**config.mk**
```make
export PLATFORM = sky130hd
export DESIGN_NAME = pwrup_partner_detect
export DESIGN_NICKNAME = d
export VERILOG_FILES = /design/src/rtl/pdet_pkg.sv /design/src/rtl/pdet_sync.sv /design/src/rtl/pdet_schedule.sv /design/src/rtl/pdet_runqual.sv /design/src/rtl/pwrup_partner_detect.sv
export SDC_FILE = /design/constraint.sdc
export NUM_CORES = 1
export LEC_CHECK = 0
export BUFFER_PORTS_ARGS = -buffer_cell sky130_fd_sc_hd__buf_4
export CORE_MARGIN = 1.5
export CORE_UTILIZATION = 47
export DETAILED_ROUTE_END_ITERATION = 6
export HOLD_SLACK_MARGIN = 0.12
export PLACE_DENSITY = 0.61
export SYNTH_ARGS = -nofsm -noshare
export SYNTH_HDL_FRONTEND = slang
export SYNTH_HIERARCHICAL = 1
export SYNTH_SLANG_ARGS = --single-unit
```
**constraint.sdc**
```tcl
create_clock -name clk -period 1.85 [get_ports clk]
set_clock_uncertainty 0.05 [all_clocks]
set_input_delay 0.37 -clock clk [delete_from_list [all_inputs] [get_ports clk]]
set_output_delay 0.37 -clock clk [all_outputs]
set_load 0.05 [all_outputs]
```
**src/rtl/pdet_pkg.sv**
```systemverilog
package pdet_pkg;

    typedef enum logic [1:0] {
        ST_IDLE   = 2'd0,
        ST_WINDOW = 2'd1,
        ST_LATCH  = 2'd2,
        ST_DONE   = 2'd3
    } pdet_state_e;

endpackage

```
**src/rtl/pdet_sync.sv**
```systemverilog
module pdet_sync #(
    parameter int STAGES = 2
) (
    input  logic clk,
    input  logic rst_n,
    input  logic d_async,
    output logic q_sync
);

    logic [STAGES-1:0] chain_q;

    generate
        if (STAGES == 1) begin : g_single
            always_ff @(posedge clk or negedge rst_n) begin
                if (!rst_n) chain_q <= '0;
                else        chain_q <= d_async;
            end
        end else begin : g_multi
            always_ff @(posedge clk or negedge rst_n) begin
                if (!rst_n) chain_q <= '0;
                else        chain_q <= {chain_q[STAGES-2:0], d_async};
            end
        end
    endgenerate

    assign q_sync = chain_q[STAGES-1];

endmodule

```
**src/rtl/pdet_schedule.sv**
```systemverilog
module pdet_schedule #(
    parameter int TICKS_PER_SAMPLE = 500,
    parameter int NUM_SAMPLES      = 12
) (
    input  logic clk,
    input  logic rst_n,
    input  logic run_en,
    input  logic tick,
    output logic sample_stb,
    output logic last_stb
);

    localparam int TW = (TICKS_PER_SAMPLE > 1) ? $clog2(TICKS_PER_SAMPLE) : 1;
    localparam int SW = (NUM_SAMPLES > 1) ? $clog2(NUM_SAMPLES) : 1;
    localparam logic [TW-1:0] TICK_LAST = TW'(TICKS_PER_SAMPLE - 1);
    localparam logic [SW-1:0] SAMP_LAST = SW'(NUM_SAMPLES - 1);

    logic [TW-1:0] tick_cnt_q;
    logic [SW-1:0] samp_cnt_q;
    logic          interval_end;

    assign interval_end = run_en && tick && (tick_cnt_q == TICK_LAST);
    assign sample_stb   = interval_end;
    assign last_stb     = interval_end && (samp_cnt_q == SAMP_LAST);

    always_ff @(posedge clk or negedge rst_n) begin
        if (!rst_n) begin
            tick_cnt_q <= '0;
            samp_cnt_q <= '0;
        end else if (!run_en) begin
            tick_cnt_q <= '0;
            samp_cnt_q <= '0;
        end else if (tick) begin
            if (interval_end) begin
                tick_cnt_q <= '0;
                if (samp_cnt_q != SAMP_LAST) samp_cnt_q <= samp_cnt_q + 1'b1;
            end else begin
                tick_cnt_q <= tick_cnt_q + 1'b1;
            end
        end
    end

endmodule

```
**src/rtl/pdet_runqual.sv**
```systemverilog
module pdet_runqual #(
    parameter int RUN_NEEDED = 4
) (
    input  logic clk,
    input  logic rst_n,
    input  logic clear,
    input  logic sample_stb,
    input  logic sample_val,
    output logic qualified
);

    localparam int RW = $clog2(RUN_NEEDED + 1);
    localparam logic [RW-1:0] RUN_FULL = RW'(RUN_NEEDED);
    localparam logic [RW-1:0] RUN_PRE  = RW'(RUN_NEEDED - 1);

    logic [RW-1:0] run_q;
    logic          qual_q;

    always_ff @(posedge clk or negedge rst_n) begin
        if (!rst_n) begin
            run_q  <= '0;
            qual_q <= 1'b0;
        end else if (clear) begin
            run_q  <= '0;
            qual_q <= 1'b0;
        end else if (sample_stb) begin
            if (sample_val) begin
                if (run_q == RUN_PRE) qual_q <= 1'b1;
                if (run_q != RUN_FULL) run_q <= run_q + 1'b1;
            end else begin
                run_q <= '0;
            end
        end
    end

    assign qualified = qual_q;

endmodule

```
**src/rtl/pwrup_partner_detect.sv**
```systemverilog
module pwrup_partner_detect
    import pdet_pkg::*;
#(
    parameter int TICKS_PER_SAMPLE = 500,
    parameter int NUM_SAMPLES      = 12,
    parameter int RUN_NEEDED       = 4,
    parameter int SYNC_STAGES      = 2
) (
    input  logic clk,
    input  logic rst_n,
    input  logic cfg_auto_en,
    input  logic sense_in,
    input  logic tick_us,
    output logic sink_req,
    output logic det_done,
    output logic partner_present
);

    pdet_state_e state_q, state_d;
    logic sense_s;
    logic in_window;
    logic sample_stb;
    logic last_stb;
    logic qualified;
    logic partner_q;

    pdet_sync #(.STAGES(SYNC_STAGES)) u_sync (
        .clk     (clk),
        .rst_n   (rst_n),
        .d_async (sense_in),
        .q_sync  (sense_s)
    );

    assign in_window = (state_q == ST_WINDOW);

    pdet_schedule #(
        .TICKS_PER_SAMPLE (TICKS_PER_SAMPLE),
        .NUM_SAMPLES      (NUM_SAMPLES)
    ) u_sched (
        .clk        (clk),
        .rst_n      (rst_n),
        .run_en     (in_window),
        .tick       (tick_us),
        .sample_stb (sample_stb),
        .last_stb   (last_stb)
    );

    pdet_runqual #(.RUN_NEEDED(RUN_NEEDED)) u_qual (
        .clk        (clk),
        .rst_n      (rst_n),
        .clear      (state_q == ST_IDLE),
        .sample_stb (sample_stb),
        .sample_val (sense_s),
        .qualified  (qualified)
    );

    // State register
    always_ff @(posedge clk or negedge rst_n) begin
        if (!rst_n) state_q <= ST_IDLE;
        else        state_q <= state_d;
    end

    // Transitions
    always_comb begin
        state_d = state_q;
        unique case (state_q)
            ST_IDLE:   state_d = cfg_auto_en ? ST_WINDOW : ST_DONE;
            ST_WINDOW: if (last_stb) state_d = ST_LATCH;
            ST_LATCH:  state_d = ST_DONE;
            ST_DONE:   state_d = ST_DONE;
            default:   state_d = ST_IDLE;
        endcase
    end

    // Result latch, written once when leaving ST_LATCH
    always_ff @(posedge clk or negedge rst_n) begin
        if (!rst_n)                  partner_q <= 1'b0;
        else if (state_q == ST_LATCH) partner_q <= qualified;
    end

    // Outputs
    always_comb begin
        sink_req = 1'b0;
        det_done = 1'b0;
        unique case (state_q)
            ST_IDLE:   ;
            ST_WINDOW: sink_req = 1'b1;
            ST_LATCH:  ;
            ST_DONE:   det_done = 1'b1;
            default:   ;
        endcase
    end

    assign partner_present = partner_q;

endmodule

```
# Word-level counts from Yosys, hierarchy flattened
# Index checks and enable logic that the tools add are counted.
# word_totals
regBits	22
input_bits	5
out_inout_bits	3
word_cells	54
# classes
add_sub_neg	3
eq_ne	13
n_mux	20
n_reduce_logical	11
# op_table
cell	n
2-to-1 mux 9 bit	3
2-to-1 mux 4 bit	4
2-to-1 mux 3 bit	4
adder 9 x 1 -> 9 bit (second input constant)	1
equality test 9 bit (second input constant)	1
inequality test 2 bit (second input constant)	4
2-to-1 mux 1 bit	6
one-hot mux 2 bit (3 select lines)	1
AND reduction 3 bit	2
nonzero test 2 bit	3
adder 4 x 1 -> 4 bit (second input constant)	1
equality test 2 bit (second input constant)	2
equality test 4 bit (second input constant)	1
2-to-1 mux 2 bit	2
inequality test 4 bit (second input constant)	1
adder 3 x 1 -> 3 bit (second input constant)	1
equality test 3 x 2 -> 1 bit (second input constant)	1
logical AND 1 bit	3
inequality test 3 x 1 -> 1 bit (second input constant)	1
inequality test 3 bit (second input constant)	1
equality test 2 x 1 -> 1 bit (second input constant)	1
zero test 2 bit	1
AND reduction 2 bit	1
OR reduction 2 bit	1

# Longest topological paths before layout
# logic_depth
depth_word	6
depth_mapped	7
ltp_nobuf	7

# By module
# The synthesis kept the hierarchy.
# by_module_without_submodules
mod	instances	cells_per_inst	area_per_inst_um2
pdet_schedule	1	85	797.0
pdet_runqual	1	26	244.0
pwrup_partner_detect	1	11	130.1
pdet_sync	1	2	50.0

# Worst setup path before layout
# Ideal clock, no wire load.
# synth_path
path_type	register -> register
from	register state_q[0]
to	register u_qual.run_q[2]
setup_time_ps	77
t_arrival_ps	2264
setup_slack_ps	-541
path_stages_with_launch	8
n_path_buf	1
path_cell_list	dfrtp_1 > nor2b_1 > clkbuf_1 > nand4_1 > inv_1 > and2b_1 > o21ai_0 > a21oi_1
# synth_between
elab_chain_cells	5
elab_cells_between_ends	8
classes_between	eq/ne: 2; mux: 1; reduce/logical: 5
# synth_rtl
element	line_no	source
start: declaration	pwrup_partner_detect.sv:19	pdet_state_e state_q, state_d;
start signal: assignment	pwrup_partner_detect.sv:60	else state_q <= state_d;
equality test 2 x 1 -> 1 bit	pwrup_partner_detect.sv:34	assign in_window = (state_q == ST_WINDOW);
logical AND 1 bit (2 in series)	pdet_schedule.sv:22	assign interval_end = run_en && tick && (tick_cnt_q == TICK_LAST);
named net sample_stb	pwrup_partner_detect.sv:22	logic sample_stb;
nonzero test 2 bit (no line)	-	
AND reduction 2 bit (no line)	-	
end signal: assignment	pdet_runqual.sv:29	if (run_q != RUN_FULL) run_q <= run_q + 1'b1;
end: declaration	pdet_runqual.sv:16	logic [RW-1:0] run_q;
# The timed path passes the listed nets, and every way through them passes these cells.
# A chain may end at the register's enable or synchronous reset.

# Final worst setup path
# layout_path
from	register state_q[1]
to	output sink_req
# layout_between
elab_chain_cells	2
# layout_rtl
element	line_no	source
equality test 2 x 1 -> 1 bit	pwrup_partner_detect.sv:85	unique case (state_q)
2-to-1 mux 1 bit	pwrup_partner_detect.sv:85	
end: declaration	pwrup_partner_detect.sv:14	output logic sink_req,
# No other way between the ends.

==> results.md <==
- DIE WIDTH: 53.97 µm
- Largest net degree at the start of global routing: 23
- Antenna viol nets, final: 0
- Slowest stage cell, crit path: dfrtp_1
- Final setup viols: 0
- CTS Sinks: 22
- RePlAce Congestion: 0.7915
- Syn avg cell area: 9.848 µm²
- HPWL Detailed: 1669 µm
- Final Non-Filler Cells: 164
- Synth Register Bits: 22
- GR Util met2: 29.47%
- Critical Path, Cell by Cell: nor2b_4 -> buf_6 -> buf_4
- Sequential Power Share: 59.9%
- Worst Setup Path Type: register to output port
- Layout cell share with drive strength beyond 1: about 18%
- Via Count: 958
- First drt pass iteration count: 4
- First-pass GRT wire length: 3808 µm
- Synth top cells by count: dfrtp_1, nand2_1, nand4_1
- RSZ-0062 raised after global routing: false
- Int Pwr: 0.6411 mW
- Fill count: 228
- Fmax: 0.5789 GHz
- GRT Residual Overflow: 0
- Inserted Clock Buffers: 3
- Initial antenna violation count: 0
- Number of global-route vias before repair: 883
- Worst Path Arrival: 1310 ps
- Die footprint: 2913 µm²
- Placed Cells: 158
- P&R area growth vs syn: 12.60%
- Critical Path RT: 1430 ps
- Main synth FF type: dfrtp_1
- Max Root-Sink Buffers: 2
- Reg area: 553.0 µm²
- Synth area leaders: dfrtp_1, ha_1, nand4_1
- Post-layout nets: 145
- Post-CTS Setup Bufs: 0
- PortBufs: 7
- Worst vdd ir: 399.8 µV
- Top Ports: 8
- Initial DRC Count: 22
- Pwr dens: approximately 610 nW/µm²
- Synth Net Count: 134
- Drc violations: 0
- Sequential cell area fraction in the yosys report: 45.08%
- Crit end category: output port
- Syn Inst Count: 124
- Psw: between 0.2 and 0.25 mW
- Area leader, netlist: dfrtp_1
- Yosys warns: 6
- Final hold violations: 0
- Reg clk slew, reported paths: 120 ps
- Post-synth ARST share: 100.0%
- CP Max Fanout: 18
- Htree depth: 1
- Initial Utilization: 49.29%
- Standard-cell rows: 18
- Combinational Power Share: 8.8%
- Post-synth top area share: 45.08%
- Crit path launch type: register
- Netlist cell types: 39
- GRT met3 Usage: 2.500%
- Maxcap violations: 0
- EDFF count, synth: 0
- Die height: around 54 µm
- Max Slew Vio Count: 0
- Wirelength per Cell: 14.60 µm
- Final Critical Period: 1728 ps
- Multi-input gate area: 641.9 µm²
- Status: complete, no violations
- Setup tns final: 0 ps
- Clock share of power: 31.3%
- HP Class: register to register
- Vias per inst: 5.841
- Total GRT Usage: ~18%
- CTS root buffer: clkbuf_4
- Total Wirelength: 2395 µm
- Core ar.: 2477 µm²
- Met1 usage: 23.48%
- CP peak stage delay: between 400 and 500 ps
- Switching Share: 24.14%
- Most Crowded Layer GR: met2
- N_diodes: 0
- Clk Latency, worst-skew pair: 310 ps
- Count leader, synth: dfrtp_1
- CTS tree: built
- Slew @ Worst Pin: 566.5 ps
- Leakage: 0.5979 nW
- Mapped cell area: approximately 1200 µm²
- Slew margin rel.: 62.16%
- Period utilization: 93.38%
-- cell type report --
type,instances,area share [%]
clock buffer,4,2.639
multi-input combinational,92,46.68
timing repair buffer,10,6.096
sequential,22,40.22
inverter,6,1.638
tap,30,2.730
-- placed cells by master (no fill, tap or decap), types with 2 or more instances in the layout --
cell type and n:
and3_1 2, or4_1 3, dfrtp_2 2, and2_1 2, dlygate4sd3_1 2, ha_1 4, o311ai_0 2, nor2_1 7
buf_4 7, clkbuf_4 3, and4_1 2, nand2_1 12, nand2b_1 6, o31ai_1 3, dfrtp_1 20, a22o_1 2
nand4_1 8, a31oi_1 4, mux2i_1 4, a21oi_1 4, nand3_1 6, inv_1 5
-- critical path: cells and delay by family, from the launching register on --
kind          cells  cell delay, ps
buf+inv           2             400
flops             1             460
simple gates      1             150
-- per-layer routing --
layer | part of all wire, % | vias up
met3 | 3.4 | 2
met1 | 48 | 456
met5 | 0 | -
li1 | - | 478
met4 | 0.58 | 0
met2 | 48 | 22
-- per-stage QoR --
stage	total power, mW	area [µm²]	setup slack, ps	hold WS, ps	utilization, %
global route	0.8876	1375	23.79	315.6	55.51
finish	0.8452	1375	122.5	311.8	55.51
detailed placement	0.5852	1310	68.93	230.1	52.88
CTS	0.8600	1366	31.23	296.5	55.15
floorplan	0.5534	1229	32.68	24.41	-
global placement	0.5826	1310	161.3	222.6	52.88
-- kinds of logic (layout without fill, tap and decap cells) --
family,after synthesis,in the layout,share of synthesized area [%]
AO/OA/AOI/OAI,20,20,11.99
XOR/XNOR,2,2,1.435
adder cells (fa/ha/maj),5,5,5.123
buffers and inverters,10,20,3.176
flip-flops,22,22,45.08
multiplexers,5,5,4.508
AND/OR/NAND/NOR,60,60,28.69
-- timing repair --
item                                    4_1_cts  5_1_grt
hold buffers                                  2        0
gates resized for setup                       0        5
endpoints found under the setup margin        0        4
endpoints found under the hold margin        23        0
-- path summary, 6_finish.rpt --
path | start | end | slack (ps) | cells after the start
min in group asynchronous | rst_n | u_qual/qualified$_DFFE_PN0P_ | 420 | 2
hold reg to reg | u_sync/chain_q[0]$_DFF_PN0_ | u_sync/chain_q[1]$_DFF_PN0_ | 310 | 0
setup reg to reg | u_sched/tick_cnt_q[1]$_DFFE_PN0P_ | u_qual/run_q[2]$_DFFE_PN0P_ | 140 | 7
setup / recovery | state_q[1]$_DFFE_PN0P_ | sink_req | 120 | 3
max in group asynchronous | rst_n | state_q[0]$_DFFE_PN0P_ | 1090 | 2
hold / removal | u_sync/chain_q[0]$_DFF_PN0_ | u_sync/chain_q[1]$_DFF_PN0_ | 310 | 0
-- power groups by stage --
stage / Clock (mW) / Sequential [mW] / Combinational (mW)
after global routing: 0.296 / 0.508 / 0.0836
final: 0.264 / 0.507 / 0.0742
after CTS: 0.280 / 0.505 / 0.0743
after detailed placement: 0 / 0.514 / 0.0709
after floorplan: 0 / 0.511 / 0.0426
after global placement: 0 / 0.513 / 0.0693
-- state kept, by name (all words and copies together) (netlist names) --
| name | flops |
|---|---|
| partner_present | 1 |
| u_sync/chain_q | 2 |
| u_qual/run_q | 3 |
| u_sched/tick_cnt_q | 9 |
| state_q | 2 |
| u_sched/samp_cnt_q | 4 |
| u_qual/qualified | 1 |
Note: power is estimated with default switching activity, not from simulation.
